===== src/rtl/xlock_pkg.sv =====
package xlock_pkg;
  typedef enum logic [2:0] {
    LK_IDLE   = 3'd0,
    LK_FIRST  = 3'd1,
    LK_HELD   = 3'd2,
    LK_DRAIN  = 3'd3,
    LK_ABORT  = 3'd4
  } lk_state_e;

  localparam logic [1:0] CPL_OK     = 2'd0;
  localparam logic [1:0] CPL_RETRY  = 2'd1;
  localparam logic [1:0] CPL_TABORT = 2'd2;
  localparam logic [1:0] CPL_MABORT = 2'd3;

  function automatic logic seq_active(lk_state_e s);
    return (s == LK_FIRST) || (s == LK_HELD) || (s == LK_DRAIN);
  endfunction
endpackage


===== src/rtl/xlock_decode.sv =====
module xlock_decode #(
  parameter int          CMD_W    = 4,
  parameter logic [3:0]  OPEN_CMD = 4'b0110
) (
  input  logic             txn_start,
  input  logic [CMD_W-1:0] txn_cmd,
  input  logic             txn_up,
  input  logic             init_lock_n,
  output logic             open_ok,
  output logic             open_bad
);
  localparam logic [CMD_W-1:0] OPEN_CODE = CMD_W'(OPEN_CMD);

  logic down_lock;

  always_comb begin
    down_lock = txn_start && !txn_up && !init_lock_n;
    open_ok   = down_lock && (txn_cmd == OPEN_CODE);
    open_bad  = down_lock && (txn_cmd != OPEN_CODE);
  end
endmodule


===== src/rtl/xlock_fsm.sv =====
module xlock_fsm
  import xlock_pkg::*;
(
  input  logic      clk,
  input  logic      rst,
  input  logic      open_ok,
  input  logic      txn_start,
  input  logic      txn_up,
  input  logic      txn_posted,
  input  logic      init_lock_n,
  input  logic      init_frame_n,
  input  logic      tgt_done,
  input  logic [1:0] tgt_status,
  output lk_state_e st_q,
  output lk_state_e st_d
);
  logic pend_q, pend_d;
  logic released;

  always_comb begin
    released = init_lock_n && init_frame_n;
    st_d     = st_q;
    pend_d   = 1'b0;
    unique case (st_q)
      LK_IDLE, LK_ABORT: st_d = open_ok ? LK_FIRST : LK_IDLE;
      LK_FIRST: begin
        if (tgt_done) begin
          unique case (tgt_status)
            CPL_OK:    st_d = LK_HELD;
            CPL_RETRY: st_d = LK_IDLE;
            default:   st_d = LK_ABORT;
          endcase
        end
      end
      LK_HELD: begin
        pend_d = pend_q;
        if (tgt_done) pend_d = 1'b0;
        if (txn_start && !txn_up) pend_d = txn_posted;
        if (released) st_d = pend_d ? LK_DRAIN : LK_IDLE;
      end
      LK_DRAIN: begin
        pend_d = !tgt_done;
        if (tgt_done) st_d = LK_IDLE;
      end
      default: st_d = LK_IDLE;
    endcase
  end

  always_ff @(posedge clk) begin
    if (rst) begin
      st_q   <= LK_IDLE;
      pend_q <= 1'b0;
    end else begin
      st_q   <= st_d;
      pend_q <= pend_d;
    end
  end


  drain_wait_chk: assert property (@(posedge clk) disable iff (rst)
    (st_q == LK_DRAIN && !tgt_done) |=> (st_q == LK_DRAIN));
endmodule


===== src/rtl/xlock_outreg.sv =====
module xlock_outreg
  import xlock_pkg::*;
(
  input  logic       clk,
  input  logic       rst,
  input  lk_state_e  st_q,
  input  lk_state_e  st_d,
  input  logic       open_bad,
  input  logic       tgt_done,
  input  logic [1:0] tgt_status,
  output logic       tgt_lock_n,
  output logic       fwd_en,
  output logic       mabort_req,
  output logic       init_status_vld,
  output logic [1:0] init_status
);
  logic hold_next, idle_now;

  always_comb begin
    hold_next = seq_active(st_d);
    idle_now  = (st_q == LK_IDLE) || (st_q == LK_ABORT);
  end

  always_ff @(posedge clk) begin
    if (rst) begin
      tgt_lock_n      <= 1'b1;
      fwd_en          <= 1'b1;
      mabort_req      <= 1'b0;
      init_status_vld <= 1'b0;
      init_status     <= CPL_OK;
    end else begin
      tgt_lock_n      <= !hold_next;
      fwd_en          <= !hold_next;
      mabort_req      <= idle_now && open_bad;
      init_status_vld <= tgt_done && seq_active(st_q);
      if (tgt_done && seq_active(st_q)) init_status <= tgt_status;
    end
  end


  mabort_nolock_chk: assert property (@(posedge clk) disable iff (rst)
    mabort_req |-> tgt_lock_n);
endmodule


===== src/rtl/xlock_ctrl.sv =====
module xlock_ctrl
  import xlock_pkg::*;
#(
  parameter int         CMD_W    = 4,
  parameter logic [3:0] OPEN_CMD = 4'b0110
) (
  input  logic             clk,
  input  logic             rst,
  input  logic             txn_start,
  input  logic [CMD_W-1:0] txn_cmd,
  input  logic             txn_up,
  input  logic             txn_posted,
  input  logic             init_lock_n,
  input  logic             init_frame_n,
  input  logic             tgt_done,
  input  logic [1:0]       tgt_status,
  output logic             tgt_lock_n,
  output logic             mabort_req,
  output logic             init_status_vld,
  output logic [1:0]       init_status,
  output logic             fwd_en
);
  logic      open_ok, open_bad;
  lk_state_e st_q, st_d;

  xlock_decode #(.CMD_W(CMD_W), .OPEN_CMD(OPEN_CMD)) u_decode (
    .txn_start  (txn_start),
    .txn_cmd    (txn_cmd),
    .txn_up     (txn_up),
    .init_lock_n(init_lock_n),
    .open_ok    (open_ok),
    .open_bad   (open_bad)
  );

  xlock_fsm u_fsm (
    .clk         (clk),
    .rst         (rst),
    .open_ok     (open_ok),
    .txn_start   (txn_start),
    .txn_up      (txn_up),
    .txn_posted  (txn_posted),
    .init_lock_n (init_lock_n),
    .init_frame_n(init_frame_n),
    .tgt_done    (tgt_done),
    .tgt_status  (tgt_status),
    .st_q        (st_q),
    .st_d        (st_d)
  );

  xlock_outreg u_out (
    .clk            (clk),
    .rst            (rst),
    .st_q           (st_q),
    .st_d           (st_d),
    .open_bad       (open_bad),
    .tgt_done       (tgt_done),
    .tgt_status     (tgt_status),
    .tgt_lock_n     (tgt_lock_n),
    .fwd_en         (fwd_en),
    .mabort_req     (mabort_req),
    .init_status_vld(init_status_vld),
    .init_status    (init_status)
  );


  open_lock_chk: assert property (@(posedge clk) disable iff (rst)
    ((st_q == LK_IDLE) && txn_start && !txn_up && !init_lock_n && txn_cmd == CMD_W'(OPEN_CMD))
      |=> (!tgt_lock_n && !fwd_en));


  upstream_ignore_chk: assert property (@(posedge clk) disable iff (rst)
    ((st_q == LK_IDLE) && txn_start && txn_up) |=> (tgt_lock_n && !mabort_req));


  held_retry_chk: assert property (@(posedge clk) disable iff (rst)
    ((st_q == LK_HELD) && tgt_done && !(init_lock_n && init_frame_n)) |=> !tgt_lock_n);


  status_return_chk: assert property (@(posedge clk) disable iff (rst)
    (tgt_done && seq_active(st_q)) |=> (init_status_vld && init_status == $past(tgt_status)));


  fwd_match_chk: assert property (@(posedge clk) disable iff (rst)
    fwd_en == tgt_lock_n);


  held_keep_chk: assert property (@(posedge clk) disable iff (rst)
    ((st_q == LK_HELD) && (!init_lock_n || !init_frame_n)) |=> !tgt_lock_n);
endmodule


===== config.mk =====
export PLATFORM = sky130hd
export DESIGN_NAME = xlock_ctrl
export DESIGN_NICKNAME = d
export VERILOG_FILES = /design/src/rtl/xlock_pkg.sv /design/src/rtl/xlock_decode.sv /design/src/rtl/xlock_fsm.sv /design/src/rtl/xlock_outreg.sv /design/src/rtl/xlock_ctrl.sv
export SDC_FILE = /design/constraint.sdc
export NUM_CORES = 1
export LEC_CHECK = 0
export ABC_AREA = 1
export BUFFER_PORTS_ARGS = -buffer_cell sky130_fd_sc_hd__buf_4
export CORE_MARGIN = 10
export CORE_UTILIZATION = 30
export DETAILED_ROUTE_END_ITERATION = 8
export GPL_TIMING_DRIVEN = 1
export MAX_ROUTING_LAYER = met4
export PLACE_DENSITY = 0.6
export SETUP_SLACK_MARGIN = 0.15
export SYNTH_ARGS = -nofsm -noshare
export SYNTH_HDL_FRONTEND = slang
export SYNTH_SLANG_ARGS = --single-unit

===== constraint.sdc =====
create_clock -name clk -period 2.54 [get_ports clk]
set_input_delay 0.508 -clock clk [delete_from_list [all_inputs] [get_ports clk]]
set_output_delay 0.508 -clock clk [all_outputs]
set_load 0.03 [all_outputs]

==> results of run 1 <==
## metal layers
layer	routed length, um	part of all wire	GRT usage
met3	111	0.10	0.05447
met5	0	0	-
met2	526	0.48	0.1074
met4	11	0.0099	0.02013
met1	457	0.41	0.07030
## per-stage QoR
stage          utilization  instances  cell area (um^2)  hold slack (ns)
3_5_place_dp        0.4409         99             588.1           0.5269
5_1_grt             0.4606        103             614.3           0.4545
6_report            0.4606        103             614.3           0.4622
3_3_place_gp        0.4409         99             588.1           0.5258
4_1_cts             0.4606        103             614.3           0.4530
2_1_floorplan            -         66             434.2           0.4932
## power by group through the flow
| stage | registers [mW] | clock network (mW) | logic (mW) |
|---|---|---|---|
| floorplan | 0.147 | 0 | 0.00978 |
| global placement | 0.145 | 0 | 0.0312 |
| detailed placement | 0.145 | 0 | 0.0314 |
| CTS | 0.142 | 0.113 | 0.0315 |
| global route | 0.142 | 0.120 | 0.0352 |
| finish | 0.142 | 0.108 | 0.0313 |
## path summary, 6_finish.rpt
check / from / slack [ns] / cells after the start / endpoint
setup / recovery: u_out.tgt_lock_n / 1.28 / 1 / fwd_en
hold / removal: rst / 0.46 / 2 / u_fsm.pend_q
setup reg to reg: u_fsm.st_q[0] / 1.44 / 6 / u_out.tgt_lock_n
hold reg to reg: u_fsm.st_q[0] / 0.54 / 2 / u_fsm.st_q[2]
## area by class of cell
cell class,instances,area share
Inverter,12,0.07332
Sequential cell,9,0.2933
Timing Repair Buffer,19,0.2322
Multi-Input combinational cell,44,0.3279
Clock buffer,4,0.04277
Tap cell,15,0.03055
## flip-flops by register name, indices dropped and copies added (netlist names)
signal                 cells
u_fsm.st_q                 3
u_out.init_status          2
u_fsm.pend_q               1
u_out.init_status_vld      1
u_out.mabort_req           1
u_out.tgt_lock_n           1
## synth_stat cells
cell	instances	area, um^2
nand2_1	13	48.80
inv_1	11	41.29
nor2_1	11	41.29
dfxtp_1	9	180.2
a21oi_1	5	25.02
nand3_1	5	25.02
nor3_1	2	10.01
nor4_1	2	12.51
o21ai_0	2	10.01
buf_4	1	7.510
inv_2	1	3.750
nand3b_1	1	7.510
nor2_2	1	6.260
nor3_2	1	10.01
o21ai_1	1	5.000
## kinds of logic after synthesis
family / after synthesis / share of synthesized area
AO/OA/AOI/OAI: 8 / 0.09220
flip-flops: 9 / 0.4150
AND/OR/NAND/NOR: 36 / 0.3718
buffers and inverters: 13 / 0.1210
==> summary.txt, run 1 <==
outcome -> finished, final reports clean
Initial Util -> 0.3255
number of port buffers -> 19
share of power burned in registers -> 0.505
Post-Place Worst Slack -> 1.241 ns
root buffer cell -> clkbuf_4
Die Ht -> 58.04 um
Initial DRT Pass Iterations -> 4
FF+latch count, synth -> 9
initial DRC count -> 9
critical path launch point type -> flip-flop
Final Hold Fails -> 0
Clock power frac -> 0.383
Final Max Tran Viols -> 0
CTS tree -> done
data required time of the worst path -> 2.03 ns
setup slack after layout -> 1.279 ns
switch share -> 0.2202
ordered cell list for the critical path -> buf_4
crit path capture type -> primary output
worst vdd ir -> 0.3909 mV
Total Power -> 0.2814 mW
min Tclk post-route -> 1.261 ns
Leak -> 0.3230 nW
routed via count -> 463
max cap viols -> 0
largest net degree at the start of global routing -> 8
Multi-input gate area -> 201.4 um^2
Area Overhead vs Synth -> 41.50%
I/O pin cnt -> 20
WS Path Type -> reg -> out
RSZ-0062 raised after global routing -> false
CTS buffer count -> 3
FF+latch area -> 180.2 um^2
sequential element share of the synthesized area -> 0.4150
fill cell count -> 152
cell family with most CP delay -> flip-flops
commonest cells after routing, fill and taps aside -> buf_4 (19), nand2_1 (13), inv_1 (11), nor2_1 (11), dfxtp_1 (9)
setup TNS -> 0 ns
initial antenna violation count -> 0
setup violators final -> 0
DP HPWL -> 930.2 um
die area -> 3369 um^2
Logic pwr share -> 0.111
Max clock buf depth -> 2
die width -> 58.04 um
Fin Clk Skew -> 0.004073 ns
Avg Cell Area, Syn -> 6.578 um^2
min-delay worst type -> in -> reg
drt drc -> 0
Crit path buffers/inverters -> 1
Post-CTS Hold Buffers -> 0
total wire length -> 1.106 mm
CORE AREA -> 1334 um^2
GPL Wtd Cong -> 0.8640
Clock Pin Slew Worst Setup and Hold Paths -> 0.06 ns
Rel. slew slack -> 0.7858
Tightest Pin Transition -> 0.3201 ns
Yosys warning count -> 0
standard-cell row count -> 13
most common cell after layout, fill and taps aside -> buf_4
Internal Power -> 0.2194 mW
Synth Instances -> 66
Max stage delay cell, worst path -> dfxtp_1
Via density -> 4.495
number of diodes -> 0
worst skew pair latency -> 0.26 ns
Congestion Overflow GR -> 0
Net Count, Synth -> 80
Routed WL per cell -> 10.74 um
share of layout cells above drive strength 1 -> 0.2841
fmax -> 792.8 MHz
P_sw -> 0.06196 mW
CTS HTree Levels -> 1
library cells used by synthesis -> 15
fin crit share -> 0.4966
Worst path max stage delay -> 0.33 ns
mapped cell area -> 434.2 um^2
maximum fanout along the worst path -> 2
Final nets -> 103
arrival time worst endpoint -> 0.75 ns
first-pass GRT wire length -> 1.828 mm
post-CTS setup buffers -> 0
cts repair resizes -> 0
PwrDens -> 458.1 nW/um^2
TritonCTS Sinks -> 9
GR Util All Layers -> 0.07117
antenna-violating nets left -> 0
vias in the first global route -> 425
Note: power is estimated with default switching activity, not from simulation.
==> run 2, diff against run 1 <==
ABC_AREA = 0   (was 1)
PLACE_DENSITY = 0.64   (was 0.6)
clock period = 1.1 ns   (was 2.54 ns; I/O delays follow)
==> summary.txt, run 2 <==
initial DRC count -> 4 (was 9)
Via density -> 4.805 (was 4.495)
fmax -> 659.4 MHz
die width -> 56.31 um (was 58.04 um)
fin crit share -> 1.379
commonest cells after routing, fill and taps aside -> buf_4 (21), buf_6 (9), dfxtp_2 (6) (was buf_4 (19), nand2_1 (13), inv_1 (11), nor2_1 (11), dfxtp_1 (9))
top flop regs -> u_fsm.st_q: 3 flops, u_out.init_status: 2 flops (unchanged)
Rel. slew slack -> 0.8324 (was 0.7858)
die area -> 3170 um^2 (was 3369 um^2)
Final Hold Fails -> 0 (unchanged)
most common cell after layout, fill and taps aside -> buf_4 (unchanged)
met3 wire len -> 79 um (was 111 um)
mapped cell area -> 395.4 um^2 (was 434.2 um^2)
data required time of the worst path -> 1.25 ns (was 2.03 ns)
antenna-violating nets left -> 0 (unchanged)
Die Ht -> 56.31 um (was 58.04 um)
Clock Pin Slew Worst Setup and Hold Paths -> 0.06 ns (about the same)
Final nets -> 87 (was 103)
CTS HTree Levels -> 1 (unchanged)
Final Max Tran Viols -> 0 (unchanged)
drt drc -> 0 (unchanged)
Net Count, Synth -> 53 (was 80)
sequential element share of the synthesized area -> 0.4557 (was 0.4150)
multiplexer share of the synthesized area -> 0.07595 (was 0)
TritonCTS Sinks -> 9 (unchanged)
Yosys warning count -> 0 (unchanged)
Top reg by flops -> u_fsm.st_q (unchanged)
PwrDens -> 883.6 nW/um^2 (was 458.1 nW/um^2)
vias in the first global route -> 486 (was 425)
share of the synthesized area in the top cell type -> 0.4557 (was 0.4150)
XOR/XNOR Fraction of Synth Area -> 0 (unchanged)
first-pass GRT wire length -> 2.049 mm (was 1.828 mm)
library cells used by synthesis -> 22 (was 15)
GR Util All Layers -> 0.08148 (was 0.07117)
min Tclk post-route -> 1.516 ns
synth top area cells -> dfxtp_1 (46%), mux2i_1 (7.6%), a21oi_1 (3.8%), nor3b_1 (3.8%), or4b_4 (3.5%) (was dfxtp_1 (41%), nand2_1 (11%), inv_1 (9.5%), nor2_1 (9.5%), a21oi_1 (5.8%))
largest family of logic cells by synthesized area -> simple AND/OR/NAND/NOR gates (unchanged)
I/O pin cnt -> 20 (unchanged)
Max clock buf depth -> 2 (unchanged)
GPL Wtd Cong -> 0.8304 (was 0.8640)
CTS buffer count -> 3 (unchanged)
number of diodes -> 0 (unchanged)
Congestion Overflow GR -> 0 (unchanged)
min-delay worst type -> in -> reg (unchanged)
fin cells -> 87 (was 103)
CORE AREA -> 1269 um^2 (was 1334 um^2)
max cap viols -> 0 (unchanged)
crit path capture type -> flip-flop (was primary output)
Post-CTS Hold Buffers -> 0 (unchanged)
arrival time worst endpoint -> 1.67 ns (was 0.75 ns)
compound-cell area share of the yosys netlist -> 0.1487 (was 0.09222)
largest net degree at the start of global routing -> 8 (unchanged)
fraction of registers with async set/reset -> 0 (unchanged)
setup slack after layout -> -0.4165 ns (was 1.279 ns)
Routed WL per cell -> 13.31 um (was 10.74 um)
DP HPWL -> 919.2 um (was 930.2 um)
top layer in use -> met4 (unchanged)
maximum fanout along the worst path -> 4 (was 2)
number of port buffers -> 19 (unchanged)
worst vdd ir -> 0.4502 mV (was 0.3909 mV)
initial antenna violation count -> 0 (unchanged)
Synth Area in Simple Gates -> 0.2911 (was 0.3718)
ys flop type -> dfxtp_1 (unchanged)
wire length on met2 -> 567 um (was 526 um)
max reg flops -> 3 (unchanged)
routed via count -> 418 (was 463)
Initial Util -> 0.3116 (was 0.3255)
EDFF count, synth -> 0 (unchanged)
Worst path max stage delay -> 0.51 ns (was 0.33 ns)
Max stage delay cell, worst path -> or4b_4 (was dfxtp_1)
ordered cell list for the critical path -> inv_2, or4b_4, or3_4, a31o_1 (was buf_4)
Synth area leader -> dfxtp_1 (unchanged)
failing checks -> setup timing
total wire length -> 1.158 mm (was 1.106 mm)
Area Overhead vs Synth -> 90.51% (was 41.50%)
Avg Cell Area, Syn -> 10.14 um^2 (was 6.578 um^2)
Total Power -> 0.6656 mW (was 0.2814 mW)
r2r setup slk -> -0.42 ns (was 1.44 ns)
placed cell count -> 81 (was 99)
WS Path Type -> reg -> reg (was reg -> out)
RSZ-0062 raised after global routing -> true (was false)
adder-cell area share of the yosys netlist -> 0 (unchanged)
Crit path buffers/inverters -> 1 (unchanged)
critical path launch point type -> flip-flop (unchanged)
Post-synth top cells -> dfxtp_1 (9), a21oi_1 (3), mux2i_1 (3) (was nand2_1 (13), inv_1 (11), nor2_1 (11))
FF+latch count, synth -> 9 (unchanged)
standard-cell row count -> 13 (unchanged)
worst skew pair latency -> 0.26 ns (about the same)
setup violators final -> 8 (was 0)
Synth Instances -> 39 (was 66)
root buffer cell -> clkbuf_4 (unchanged)
Initial DRT Pass Iterations -> 2 (was 4)
share of layout cells above drive strength 1 -> 0.7500 (was 0.2841)
hold_ws -> 0.1835 ns (was 0.4622 ns)
Fin Clk Skew -> 0.002783 ns (was 0.004073 ns)
met1 wire length -> 487 um (was 457 um)
cell family with most CP delay -> simple AND/OR/NAND/NOR gates (was flip-flops)
most common cell in the synthesized netlist -> dfxtp_1 (was nand2_1)
outcome -> finished, violations left (was finished, final reports clean)
Tightest Pin Transition -> 0.2480 ns (was 0.3201 ns)
CTS tree -> done (unchanged)
Leak -> 0.3271 nW (was 0.3230 nW)
## run 2: cell types whose count changed in the layout (fill, tap and decap cells not counted), moves of 3 or more
cell     change
a21oi_1      -4
buf_6        +9
dfxtp_1      -6
dfxtp_2      +6
inv_1       -11
mux2i_1      +3
nand2_1     -12
nand3_1      -5
nor2_1       -9
## run 2: power by group
part | leakage (nW) | switching [mW] | total [mW] | internal, mW
Clock | 0.0150 | 0.112 | 0.252 | 0.140
Combinational | 0.236 | 0.0321 | 0.0853 | 0.0532
Sequential | 0.0756 | 0.000947 | 0.329 | 0.328
## run 2: worst reg2reg max path: stages, from the launching register on
cell     delay (ns)
dfxtp_2        0.34
inv_2          0.04
or4b_4         0.51
or3_4          0.34
a31o_1         0.17
## run 2: kinds of logic (layout without fill, tap and decap cells)
group                  count (synthesis)  count (layout)
buffers and inverters                  2              35
AO/OA/AOI/OAI                          8               8
multiplexers                           3               3
AND/OR/NAND/NOR                       17              17
flip-flops                             9               9
## run 2: worst paths after layout
kind	cells past startpoint	from	to
setup reg to reg	4	u_fsm.st_q[0]	u_out.tgt_lock_n
hold / removal	2	rst	u_out.mabort_req
setup / recovery	4	u_fsm.st_q[0]	u_out.tgt_lock_n
hold reg to reg	2	u_out.init_status[1]	u_out.init_status[1]
## run 2: metal layers
metal,track usage,vias up
met5,-,-
met4,0.05155,0
met3,0.02921,3
met2,0.1220,14
met1,0.08953,189
li1,-,212
## run 2: layout make-up
type                            count  area [um^2]
Inverter                            1        3.754
Multi-Input combinational cell     28        257.7
Timing Repair Buffer               30        259.0
Tap cell                           15        18.77
Clock buffer                        4        26.28
Fill cell                         125        515.5
Sequential cell                     9        187.7
## run 2: metrics by stage
stage	setup TNS (ns)	setup WS (ns)	utilization	instance area [um^2]
after floorplan	-0.9183	-0.3738	-	421.7
after global placement	-1.684	-0.3890	0.5069	643.1
after detailed placement	-1.753	-0.4073	0.5069	643.1
after CTS	-1.819	-0.4150	0.5769	732.0
after global routing	-2.449	-0.4741	0.5937	753.2
final	-1.921	-0.4165	0.5937	753.2
## run 2: what timing repair did
item	CTS	global route
setup endpoints to repair	14	15
pin swaps	3	0
setup buffers	1	1
gates resized for setup	15	5
==> run 3, diff against run 2 <==
ABC_AREA = 1   (was 0)
CTS_BUF_LIST = sky130_fd_sc_hd__clkbuf_16   (was default)
PLACE_DENSITY = 0.62   (was 0.64)
==> summary.txt, run 3 (synthesis gave the netlist of run 1 again) <==
Die Ht -> 58.04 um (was 56.31 um)
Fin Clk Skew -> 0.0003142 ns (was 0.002783 ns)
crit path capture type -> flip-flop (unchanged)
CORE AREA -> 1334 um^2 (was 1269 um^2)
number of port buffers -> 19 (unchanged)
Final Hold Fails -> 0 (unchanged)
hold path depth -> 2 (unchanged)
die area -> 3369 um^2 (was 3170 um^2)
Tightest Pin Transition -> 0.3017 ns (was 0.2480 ns)
fin crit share -> 0.9168 (was 1.379)
CTS tree -> done (unchanged)
Max clock buf depth -> 2 (unchanged)
CTS buffer count -> 3 (unchanged)
setup violators final -> 0 (was 8)
antenna-violating nets left -> 0 (unchanged)
Reg2Reg Depth -> 5 (was 4)
vias in the first global route -> 449 (was 486)
Clock Pin Slew Worst Setup and Hold Paths -> 0.04 ns (was 0.06 ns)
Critical R2R Launch -> u_fsm.st_q[2] (was u_fsm.st_q[0])
Initial DRT Pass Iterations -> 2 (unchanged)
share of layout cells above drive strength 1 -> 0.4494 (was 0.7500)
placed cell count -> 99 (was 81)
root buffer cell -> clkbuf_16 (was clkbuf_4)
worst setup path startpoint -> u_fsm.st_q[2] (was u_fsm.st_q[0])
Routed WL per cell -> 11.94 um (was 13.31 um)
die width -> 58.04 um (was 56.31 um)
PwrDens -> 1389 nW/um^2 (was 883.6 nW/um^2)
fmax -> 991.5 MHz (was 659.4 MHz)
Initial Util -> 0.3255 (was 0.3116)
Final Max Tran Viols -> 0 (unchanged)
Rel. slew slack -> 0.7970 (was 0.8324)
standard-cell row count -> 13 (unchanged)
RSZ-0062 raised after global routing -> true (unchanged)
DP HPWL -> 961.7 um (was 919.2 um)
Post-CTS Hold Buffers -> 0 (unchanged)
DP Area -> 595.6 um^2 (was 643.1 um^2)
min-delay worst type -> in -> reg (unchanged)
data required time of the worst path -> 1.26 ns (was 1.25 ns)
most common cell after layout, fill and taps aside -> buf_4 (unchanged)
initial antenna violation count -> 0 (unchanged)
Final nets -> 104 (was 87)
WHS Endpoint -> u_fsm.st_q[1] (was u_out.mabort_req)
WS Path Type -> reg -> reg (unchanged)
worst skew pair latency -> 0.23 ns (was 0.26 ns)
commonest cells after routing, fill and taps aside -> buf_4 (17), nand2_1 (13), inv_1 (10), nor2_1 (9), dfxtp_1 (4) (was buf_4 (21), buf_6 (9), dfxtp_2 (6))
CTS HTree Levels -> 1 (unchanged)
total wire length -> 1.242 mm (was 1.158 mm)
I/O pin cnt -> 20 (unchanged)
GR Util All Layers -> 0.07424 (was 0.08148)
fin cells -> 104 (was 87)
worst vdd ir -> 0.9271 mV (was 0.4502 mV)
GPL Wtd Cong -> 0.8292 (was 0.8304)
largest net degree at the start of global routing -> 8 (unchanged)
Congestion Overflow GR -> 0 (unchanged)
outcome -> finished, final reports clean (was finished, violations left)
initial DRC count -> 5 (was 4)
min Tclk post-route -> 1.009 ns (was 1.516 ns)
number of diodes -> 0 (unchanged)
Leak -> 0.3625 nW (was 0.3271 nW)
r2r setup slk -> 0.09 ns (was -0.42 ns)
worst reg2reg endpoint -> u_out.tgt_lock_n (unchanged)
maximum fanout along the worst path -> 7 (was 4)
Via density -> 4.663 (was 4.805)
drt drc -> 0 (unchanged)
top flop regs -> u_fsm.st_q: 3 flops, u_out.init_status: 2 flops (unchanged)
Top reg by flops -> u_fsm.st_q (unchanged)
fin area -> 742.0 um^2 (was 753.2 um^2)
max reg flops -> 3 (unchanged)
arrival time worst endpoint -> 1.17 ns (was 1.67 ns)
routed via count -> 485 (was 418)
TritonCTS Sinks -> 9 (unchanged)
max cap viols -> 0 (unchanged)
critical path launch point type -> flip-flop (unchanged)
hold path startpoint -> rst (unchanged)
Area Overhead vs Synth -> 70.89% (was 90.51%)
first-pass GRT wire length -> 1.904 mm (was 2.049 mm)
run 3: changes by cell type in the layout (fill, tap and decap cells not counted), moves of 3 or more:
cell,before,now
dfxtp_2,6,3
nor2_1,2,9
buf_6,9,3
nand2_1,1,13
clkbuf_16,0,3
inv_1,0,10
clkbuf_4,3,0
mux2i_1,3,0
nand3_1,0,3
buf_4,21,17
o21ai_1,0,3
run 3: what timing repair did:
item / CTS / global route
setup buffers: 0 / 1
endpoints found under the setup margin: 5 / 8
pin swaps: 0 / 2
hold endpoints to repair: 0 / 0
resized for setup: 3 / 19
run 3: cell type report:
| type | count | area, um^2 |
|---|---|---|
| fill | 133 | 591.8 |
| multi-input combinational | 44 | 246.5 |
| sequential | 9 | 191.4 |
| timing repair buffer | 20 | 161.4 |
| clock buffer | 3 | 75.07 |
| inverter | 12 | 45.04 |
| tap | 15 | 18.77 |
| clock inverter | 1 | 3.754 |
run 3: worst max path at each step:
stage	endpoint	slack, ns
floorplan	u_out.tgt_lock_n	0.17
global placement	u_out.tgt_lock_n	0.09
detailed placement	u_out.tgt_lock_n	0.09
CTS	u_out.tgt_lock_n	0.12
global route	u_out.tgt_lock_n	-0.001
finish	u_out.tgt_lock_n	0.09
run 3: report_power, final:
part | switching, mW | total (mW) | internal, mW
registers | 0.00106 | 0.326 | 0.325
clock network | 0.153 | 0.627 | 0.474
logic | 0.0369 | 0.0776 | 0.0407
run 3: per-stage QoR:
stage                      TNS [ns]  total power, mW    util  hold slack (ns)  setup WS, ns
after detailed placement          0           0.4087  0.4465           0.4339       0.08989
after global placement            0           0.4075  0.4465           0.4345       0.08544
final                             0            1.030  0.5563           0.1866       0.09147
after CTS                         0            1.042  0.5113           0.1883        0.1176
after global routing      -0.001385            1.071  0.5563           0.1892     -0.001385
after floorplan                   0           0.3613       -           0.2891        0.1706
run 3: worst max-delay path, stage by stage, from the launching register on:
cell      delay [ns]
dfxtp_4         0.40
nand3b_1        0.18
nor2_2          0.05
nor2_2          0.13
nand2_1         0.07
o21ai_1         0.11
run 3: routing by layer:
metal,up-vias,GRT usage,part of all wire
li1,253,-,-
met1,214,0.07013,0.39
met2,13,0.1120,0.50
met3,5,0.04357,0.083
met4,0,0.05034,0.023
met5,-,-,0
